File: config.mk
export PLATFORM = sky130hd
export DESIGN_NAME = chstat_dbuf
export DESIGN_NICKNAME = d
export VERILOG_FILES = /design/src/rtl/chstat_pkg.sv /design/src/rtl/chstat_host_regs.sv /design/src/rtl/chstat_tx_buf.sv /design/src/rtl/chstat_crc.sv /design/src/rtl/chstat_dbuf.sv
export SDC_FILE = /design/constraint.sdc
export NUM_CORES = 1
export LEC_CHECK = 0
export BUFFER_PORTS_ARGS = -buffer_cell sky130_fd_sc_hd__buf_4
export CORE_MARGIN = 4
export CORE_UTILIZATION = 30
export DETAILED_ROUTE_END_ITERATION = 10
export SYNTH_ARGS = -nofsm -noshare
export SYNTH_HDL_FRONTEND = slang
export SYNTH_SLANG_ARGS = --single-unit
File: constraint.sdc
create_clock -name clk_i -period 8.8 [get_ports clk_i]
set_clock_uncertainty 0.1 [all_clocks]
set_input_delay 1.32 -clock clk_i [delete_from_list [all_inputs] [get_ports clk_i]]
set_output_delay 1.32 -clock clk_i [all_outputs]
set_load 0.1 [all_outputs]
File: src/rtl/chstat_pkg.sv
package chstat_pkg;
  localparam int NCH       = 2;
  localparam int NBYTES    = 24;
  localparam int BLK_BITS  = NBYTES * 8;
  localparam int CRC_BITS  = BLK_BITS - 8;
  localparam int AW        = 8;
  localparam int DW        = 8;
  localparam logic [AW-1:0] CTRL_ADDR = 8'h10;
  localparam logic [AW-1:0] STAT_ADDR = 8'h11;
  localparam logic [AW-1:0] E_BASE    = 8'h20;
  localparam logic [7:0]    CRC_POLY  = 8'h1D;
endpackage

File: src/rtl/chstat_host_regs.sv
module chstat_host_regs
  import chstat_pkg::*;
#(
  parameter int NB = NCH * NBYTES
) (
  input  logic                 clk_i,
  input  logic                 rst_ni,
  input  logic [AW-1:0]        bus_addr_i,
  input  logic [DW-1:0]        bus_wdata_i,
  input  logic                 bus_we_i,
  output logic [DW-1:0]        bus_rdata_o,
  input  logic                 xfer_i,
  output logic [NB-1:0][7:0]   e_o,
  output logic                 inhibit_o,
  output logic                 irq_en_o,
  output logic                 flag_o
);
  localparam int IW = $clog2(NB);

  logic [NB-1:0][7:0] e_q;
  logic [AW-1:0]      off;
  logic               in_e;
  logic               inh_q, ien_q, flag_q;

  assign off  = bus_addr_i - E_BASE;
  assign in_e = (bus_addr_i >= E_BASE) && (off < AW'(NB));

  always_ff @(posedge clk_i or negedge rst_ni) begin
    if (!rst_ni) begin
      e_q    <= '0;
      inh_q  <= 1'b0;
      ien_q  <= 1'b0;
      flag_q <= 1'b0;
    end else begin
      if (bus_we_i && in_e) e_q[off[IW-1:0]] <= bus_wdata_i;
      if (bus_we_i && bus_addr_i == CTRL_ADDR) begin
        inh_q <= bus_wdata_i[0];
        ien_q <= bus_wdata_i[1];
      end
      // set has priority over write-one-to-clear
      if (xfer_i) flag_q <= 1'b1;
      else if (bus_we_i && bus_addr_i == STAT_ADDR && bus_wdata_i[0]) flag_q <= 1'b0;
    end
  end

  always_comb begin
    bus_rdata_o = '0;
    if (in_e)                          bus_rdata_o = e_q[off[IW-1:0]];
    else if (bus_addr_i == CTRL_ADDR)  bus_rdata_o = {6'd0, ien_q, inh_q};
    else if (bus_addr_i == STAT_ADDR)  bus_rdata_o = {7'd0, flag_q};
  end

  assign e_o       = e_q;
  assign inhibit_o = inh_q;
  assign irq_en_o  = ien_q;
  assign flag_o    = flag_q;
endmodule

File: src/rtl/chstat_tx_buf.sv
module chstat_tx_buf
  import chstat_pkg::*;
#(
  parameter int NC   = NCH,
  parameter int NBY  = NBYTES,
  parameter int NB   = NC * NBY,
  parameter int IDXW = $clog2(NBY * 8)
) (
  input  logic                 clk_i,
  input  logic                 rst_ni,
  input  logic                 load_i,
  input  logic                 restart_i,
  input  logic                 adv_i,
  input  logic [NB-1:0][7:0]   e_i,
  output logic [IDXW-1:0]      idx_o,
  output logic                 wrap_o,
  output logic [NC-1:0]        raw_o,
  output logic [NC-1:0]        pro_o
);
  localparam int FW = $clog2(NB);
  localparam logic [IDXW-1:0] LAST = IDXW'(NBY * 8 - 1);

  logic [NB-1:0][7:0] f_q;
  logic [IDXW-1:0]    idx_q;

  assign wrap_o = adv_i && !restart_i && (idx_q == LAST);

  always_ff @(posedge clk_i or negedge rst_ni) begin
    if (!rst_ni) begin
      f_q   <= '0;
      idx_q <= '0;
    end else begin
      if (load_i) f_q <= e_i;
      if (restart_i || wrap_o) idx_q <= '0;
      else if (adv_i)          idx_q <= idx_q + 1'b1;
    end
  end

  for (genvar c = 0; c < NC; c++) begin : g_ch
    logic [FW-1:0] sel;
    assign sel      = FW'(c * NBY) + FW'(idx_q[IDXW-1:3]);
    assign raw_o[c] = f_q[sel][3'd7 - idx_q[2:0]];
    assign pro_o[c] = f_q[c * NBY][7];
  end

  assign idx_o = idx_q;
endmodule

File: src/rtl/chstat_crc.sv
module chstat_crc
  import chstat_pkg::*;
#(
  parameter int IDXW = 8,
  parameter int NBIT = CRC_BITS
) (
  input  logic            clk_i,
  input  logic            rst_ni,
  input  logic            restart_i,
  input  logic            adv_i,
  input  logic [IDXW-1:0] idx_i,
  input  logic            bit_i,
  output logic [7:0]      crc_o
);
  logic [7:0] crc_q;
  logic       fb;

  assign fb = crc_q[7] ^ bit_i;

  always_ff @(posedge clk_i or negedge rst_ni) begin
    if (!rst_ni)                                crc_q <= 8'hFF;
    else if (restart_i)                         crc_q <= 8'hFF;
    else if (adv_i && idx_i < IDXW'(NBIT))
      crc_q <= {crc_q[6:0], 1'b0} ^ (fb ? CRC_POLY : 8'h00);
  end

  assign crc_o = crc_q;
endmodule

File: src/rtl/chstat_dbuf.sv
module chstat_dbuf
  import chstat_pkg::*;
(
  input  logic          clk_i,
  input  logic          rst_ni,
  input  logic [AW-1:0] bus_addr_i,
  input  logic [DW-1:0] bus_wdata_i,
  input  logic          bus_we_i,
  output logic [DW-1:0] bus_rdata_o,
  input  logic          block_start_i,
  input  logic          frame_adv_i,
  output logic          cs_a_o,
  output logic          cs_b_o,
  output logic          irq_o
);
  localparam int NB   = NCH * NBYTES;
  localparam int IDXW = $clog2(BLK_BITS);

  logic [NB-1:0][7:0] e_img;
  logic               inhibit, irq_en, xfer_flag, xfer, wrap;
  logic [IDXW-1:0]    tx_idx;
  logic [NCH-1:0]     raw, pro, cs;

  assign xfer = block_start_i && !inhibit;

  chstat_host_regs #(.NB(NB)) u_host (
    .clk_i, .rst_ni, .bus_addr_i, .bus_wdata_i, .bus_we_i, .bus_rdata_o,
    .xfer_i(xfer), .e_o(e_img), .inhibit_o(inhibit), .irq_en_o(irq_en),
    .flag_o(xfer_flag)
  );

  chstat_tx_buf #(.NC(NCH), .NBY(NBYTES), .NB(NB), .IDXW(IDXW)) u_tx (
    .clk_i, .rst_ni, .load_i(xfer), .restart_i(block_start_i),
    .adv_i(frame_adv_i), .e_i(e_img), .idx_o(tx_idx), .wrap_o(wrap),
    .raw_o(raw), .pro_o(pro)
  );

  for (genvar c = 0; c < NCH; c++) begin : g_crc
    logic [7:0] crc;
    chstat_crc #(.IDXW(IDXW), .NBIT(CRC_BITS)) u_crc (
      .clk_i, .rst_ni, .restart_i(block_start_i || wrap),
      .adv_i(frame_adv_i), .idx_i(tx_idx), .bit_i(raw[c]), .crc_o(crc)
    );
    assign cs[c] = (pro[c] && tx_idx >= IDXW'(CRC_BITS)) ? crc[3'd7 - tx_idx[2:0]] : raw[c];
  end

  assign cs_a_o = cs[0];
  assign cs_b_o = cs[1];
  assign irq_o  = xfer_flag && irq_en;
endmodule

# Yosys cells after proc, flatten, opt, wreduce, memory -nomap -nowiden
# Cells that the tools add are included.
[op_classes]
mux = 32
add_sub_neg = 4
order_cmp = 9
n_eq_ne = 3
n_reduce_logical = 19
bitwise_logic = 4
[ops]
columns = ["op", "count"]
rows = [
  ["$bwmux 384", 1],
  ["$bmux 8 s6", 2],
  ["$mux 8", 12],
  ["$demux 8 s6", 1],
  ["$bmux 8 s5", 1],
  ["$eq 8x5->1 const B", 2],
  ["$xor 8x8->8", 2],
  ["$lt 6x7->1 const B", 2],
  ["$logic_and 1x1->1", 13],
  ["$bmux 1 s3", 4],
  ["$mux 5", 2],
  ["$mux 1", 9],
  ["$add 8x1->8 const B", 1],
  ["$eq 8x8->1 const B", 1],
  ["$ge 8x6->1 const B", 1],
  ["$ge 8x8->1 const B", 1],
  ["$lt 8x6->1 const B", 1],
  ["$lt 8x8->1 const B", 1],
  ["$sub 8x6->8 const B", 1],
  ["$lt 5x7->1 const B", 1],
  ["$add 5x5->6 const A", 1],
  ["$ge 6x1->1 const B", 1],
  ["$reduce_bool 2->1", 3],
  ["$lt 3x4->1 const B", 1],
  ["other kinds (4)", 6],
]
[totals]
in_bits = 21
elab_cells = 173
out_inout_bits = 11
register_bits = 795

# Logic depth before layout (Yosys ltp)
[logic_depth]
depth_word = 10
ltp_mapped = 15
mapped_depth_nobuf = 11

# Modules after synthesis
# From an unflattened synthesis, not the netlist that was laid out.
[hier_totals]
cells_unflattened = 2427
area_unflattened_um2 = 37827.5
[by_module_without_submodules]
columns = ["module", "cells_per_inst", "n_inst", "seq_area_each_um2", "area_per_inst_um2"]
rows = [
  ["chstat_host_regs", 1157, 1, 9684.3, 18402.6],
  ["chstat_tx_buf", 1179, 1, 9809.4, 18325.1],
  ["chstat_crc", 35, 2, 210.2, 449.2],
  ["chstat_dbuf", 21, 1, 0.0, 201.4],
]

# Least setup slack after synthesis
# OpenSTA, ideal clock, no wires.
[synth_path]
path_kind = "input port to output port"
from = "input bus_addr_i[0]"
to = "output bus_rdata_o[0]"
arrival_ps = 5036
slack_ps = 2344
path_buffers = 3
required_ps = 7380
path_stages = 7
path_cell_list = "buf_2 -> buf_1 -> buf_2 -> mux4_2 -> mux4_2 -> a22oi_1 -> o21ai_0"
[synth_via]
elab_chain_len = 4
word_cells_on_any_way = 11
cone_classes = "add/sub: 1; order compare: 2; eq/ne: 2; mux: 5; reduce/logical: 1"
[synth_rtl]
columns = ["element", "line_no", "text"]
rows = [
  ["start: declaration", "chstat_dbuf.sv:6", "input logic [AW-1:0] bus_addr_i,"],
  ["$sub 8x6->8 or $eq 8x5->1 (tied branches)", "chstat_host_regs.sv:25, chstat_host_regs.sv:50", ""],
  ["$bmux 8 s6 (tied with other cells)", "chstat_host_regs.sv:48", "if (in_e) bus_rdata_o = e_q[off[IW-1:0]];"],
  ["$mux 8 (not written as such) (tied with other cells)", "chstat_host_regs.sv:48", ""],
  ["$mux 8 *", "chstat_host_regs.sv:48", ""],
  ["end: declaration", "chstat_dbuf.sv:9", "output logic [DW-1:0] bus_rdata_o,"],
]
# Mark *: on every way between the ends. The rest lies on a longest branch, timed or not. The select of a mux whose other input is x is not followed.

# Final worst setup path
[layout_path]
from = "register u_tx.idx_q[7], in the netlist u_tx.idx_o[7]"
to = "output cs_b_o"
[layout_via]
elab_chain_len = 6
word_cells_on_any_way = 8
cone_classes = "add/sub: 1; order compare: 1; mux: 5; reduce/logical: 1"
[layout_rtl]
columns = ["element", "line_no", "text"]
rows = [
  ["start: declaration", "chstat_tx_buf.sv:24", "logic [IDXW-1:0] idx_q;"],
  ["start signal: assignment", "chstat_tx_buf.sv:35", "else if (adv_i) idx_q <= idx_q + 1'b1;"],
  ["$add 5x5->6", "chstat_tx_buf.sv:41", "assign sel = FW'(c * NBY) + FW'(idx_q[IDXW-1:3]);"],
  ["$bmux 8 s6", "chstat_tx_buf.sv:42", "assign raw_o[c] = f_q[sel][3'd7 - idx_q[2:0]];"],
  ["$mux 8 (not written as such)", "chstat_tx_buf.sv:42", ""],
  ["$bmux 1 s3", "chstat_tx_buf.sv:42", ""],
  ["$mux 1 (not written as such)", "chstat_tx_buf.sv:42", ""],
  ["$mux 1 *", "chstat_dbuf.sv:44", "assign cs[c] = (pro[c] && tx_idx >= IDXW'(CRC_BITS)) ? crc[3'd7 - tx_idx[2:0]] : raw[c];"],
  ["end: declaration", "chstat_dbuf.sv:13", "output logic cs_b_o,"],
]
# Marks and branches as above.

==> qor.csv <==
stage,metric,value,unit
synthesis,postSynth.asyncResetShare,1.00,
layout,final_cell_mix,"784 x mux2_2, 776 x dfrtp_1, 214 x mux4_2, 87 x clkbuf_16, 78 x nand2_1",
sta,report.final.setup_viol,0,
route,wl_met1,46800,um
cts,post_cts_buffers,0,
die,io_pins,32,
die,die_w,360,um
route,drc,0,
status,status,"complete, no violations",
layout,final_common_cell,mux2_2,
route,vias_per_cell,5.27,
place,place_congestion,0.905,
sta,hold_viol,0,
global_routing,grt.total_usage,0.155,
route,wl_met2,46200,um
worst_setup_path,startpoint_type,register,
flow_run,drv_cap,0,
die,fp.dieArea,0.130,mm^2
sta,slew_headroom,0.244,
synthesis,synth_top_cell_by_area,dfrtp_1,
synthesis,synth.area.top_cells,"dfrtp_1 52%, mux2_2 24%, mux4_2 13%",
worst_hold_path,hp-start,g_crc[0].u_crc.crc_o[6],
layout,final_util,0.341,
synthesis,syn-num-nets,2425,
cts,htree_levels,3,
die,row_count,129,
cts,tritoncts,built,
worst_setup_path,critPathKind,register to output port,
sta,slew_viol_final,0,
global_routing,grt_first_pass_wirelength,154000,um
route,avgRoutedWirePerCell,24.9,um
place,dp_hpwl,64000,um
sta,min_period_over_period,0.787,
sta,rsz0062_at_grt,false,
cts,holdBufCountCts,0,
synthesis,ys_types,65,
global_routing,grt_antenna_before_repair,4,
cts,cts_resized,0,
sta,worst_slack,1.87,ns
worst_setup_path,r2r-start,u_tx.idx_o[7],
worst_setup_path,worst-path-max-fanout,26,
cts,cts_buffer_depth,3,
cts,root_buffer,clkbuf_16,
synthesis,synth_top_area_share,0.523,
synthesis,synth.avg_cell_area,15.5,um^2
route,drt-initial-drc-count,1722,
worst_setup_path,rrSetupSlack,3.83,ns
die,coreArea,0.123,mm^2
route,route.met3.wl,5370,um
sta,max_slew.worst_pin.slew,1.13,ns
global_routing,grt_start_max_net_pins,174,
cts,cts_buffers,86,
worst_hold_path,hold_path_depth,2,
global_routing,grt_pass1_vias,22100,
sta,min_period,6.93,ns
layout,drive_gt1_frac,0.506,
sta,timing.fmax,0.144,GHz
synthesis,synth_cells,2398,
place,port_buffers,31,
worst_hold_path,holdPathEnd,g_crc[0].u_crc.crc_o[7],
power_and_ir_drop,power_density,200,mW/mm^2
cts,cts.sinks,795,
place,pre_cts_slack,2.57,ns
synthesis,ys.flop_type,dfrtp_1,
global_routing,overflow,0,
synthesis,synth_edf_count,0,
layout,instances_no_fill,4086,
power_and_ir_drop,p_leak,0.0194,uW
synthesis,synth-seq-area-share,0.534,
route,drt_pre_antenna_iters,5,
route,ant_nets,0,
layout,num-nets-final,2404,
cts,clk_pin_slew,0.07,ns
synthesis,ys_ff_latch,795,
power_and_ir_drop,ir_drop,0.177,mV
route,topRoutingLayerUsed,met5,
die,start_util,0.302,
place,placed_cells,3926,
layout,fillers,11900,
route,vias,21500,
route,routed_wl,102000,um
cts,worst_skew_pair.late_latency,0.65,ns
layout,area_growth,13.1,%
worst_setup_path,required,7.38,ns
worst_setup_path,rr_endpoint,g_crc[1].u_crc.crc_o[2],
synthesis,synthesis.area,0.0373,mm^2
synthesis,yosys_warnings,0,
worst_setup_path,ff2ff_path_depth,11,
sta,tns,0,ns
worst_hold_path,hp-class,register to register,
worst_setup_path,crit_path_end_kind,output port,
die,die_h,360,um
worst_setup_path,cp.arrival,5.51,ns
how the worst max path moves through the flow:
stage | startpoint | to | slack [ns] | cells after the start
after floorplan | bus_addr_i[0] | bus_rdata_o[0] | 2.34 | 7
after global routing | u_tx.idx_o[7] | cs_b_o | 1.63 | 11
after global placement | bus_addr_i[0] | bus_rdata_o[3] | 2.60 | 8
after detailed placement | bus_addr_i[0] | bus_rdata_o[3] | 2.57 | 8
final | u_tx.idx_o[7] | cs_b_o | 1.87 | 11
after CTS | u_tx.idx_o[7] | cs_b_o | 2.00 | 11
final cells by class:
type	count	area, um^2	share of cell area
repair buffers	64	573	0.0136
inverters	10	37.5	0.000891
flip-flops and latches	795	19900	0.473
well taps	1637	2050	0.0486
multi-input cells	1420	16500	0.392
clock buffers	127	2550	0.0604
clock inverters	32	482	0.0114
diodes	1	2.50	0.0000594
layer usage:
layer,GRT usage,vias to the layer above
li1,-,9009
met2,0.237,611
met1,0.225,11700
met4,0.0488,4
met3,0.0269,172
met5,0,-
worst max-delay path, cell delays in order, from the launching register on:
cell and delay (ns):
dfrtp_1 0.52, clkinv_1 0.60, ha_1 1.21, clkinv_1 0.54, mux2i_1 0.23, a311o_1 0.36
a211oi_1 0.23, nand4_1 0.18, nor2_1 0.25, nor3_1 0.14, a21oi_1 0.23, buf_4 0.34
kinds of logic (layout without fill, tap and decap cells):
group,Yosys count,in the layout,synth area share
other,0,1,0
adder cells (fa/ha/maj),6,6,0.00201
XOR/XNOR,11,11,0.00279
AND/OR/NAND/NOR,240,240,0.0317
multiplexers,1060,1060,0.384
AO/OA/AOI/OAI,103,103,0.0223
flip-flops,795,795,0.534
buffers and inverters,183,233,0.0226
power breakdown:
part	total (uW)	internal, uW	switching (uW)
Sequential	3940	3820	112
Combinational	636	283	353
Clock	3850	2310	1540
registers in the layout (all words and copies together) (netlist names):
name and cells:
g_crc.u_crc.crc_o 16, u_host.e_o 384, u_host.flag_o 1, u_host.inhibit_o 1
u_host.irq_en_o 1, u_tx.f_q 382, u_tx.idx_o 8, u_tx.pro_o 2
cell usage after synthesis (16+ instances only):
master and instances:
a22oi_1 31, buf_2 19, clkbuf_1 119, dfrtp_1 779
dfstp_2 16, mux2_2 784, mux2i_1 59, mux4_2 214
nand2_1 78, nand3_1 30, nor2_1 51, nor2b_1 18
nor3_1 16
metrics by stage:
stage,cell area (um^2),total power (uW),hold slack (ns)
CTS,42100,8510,0.396
floorplan,37300,4380,0.364
finish,42100,8420,0.395
detailed placement,39100,4640,0.388
global route,42100,8720,0.408
global placement,39100,4630,0.380
Note: power is estimated with default switching activity, not from simulation.
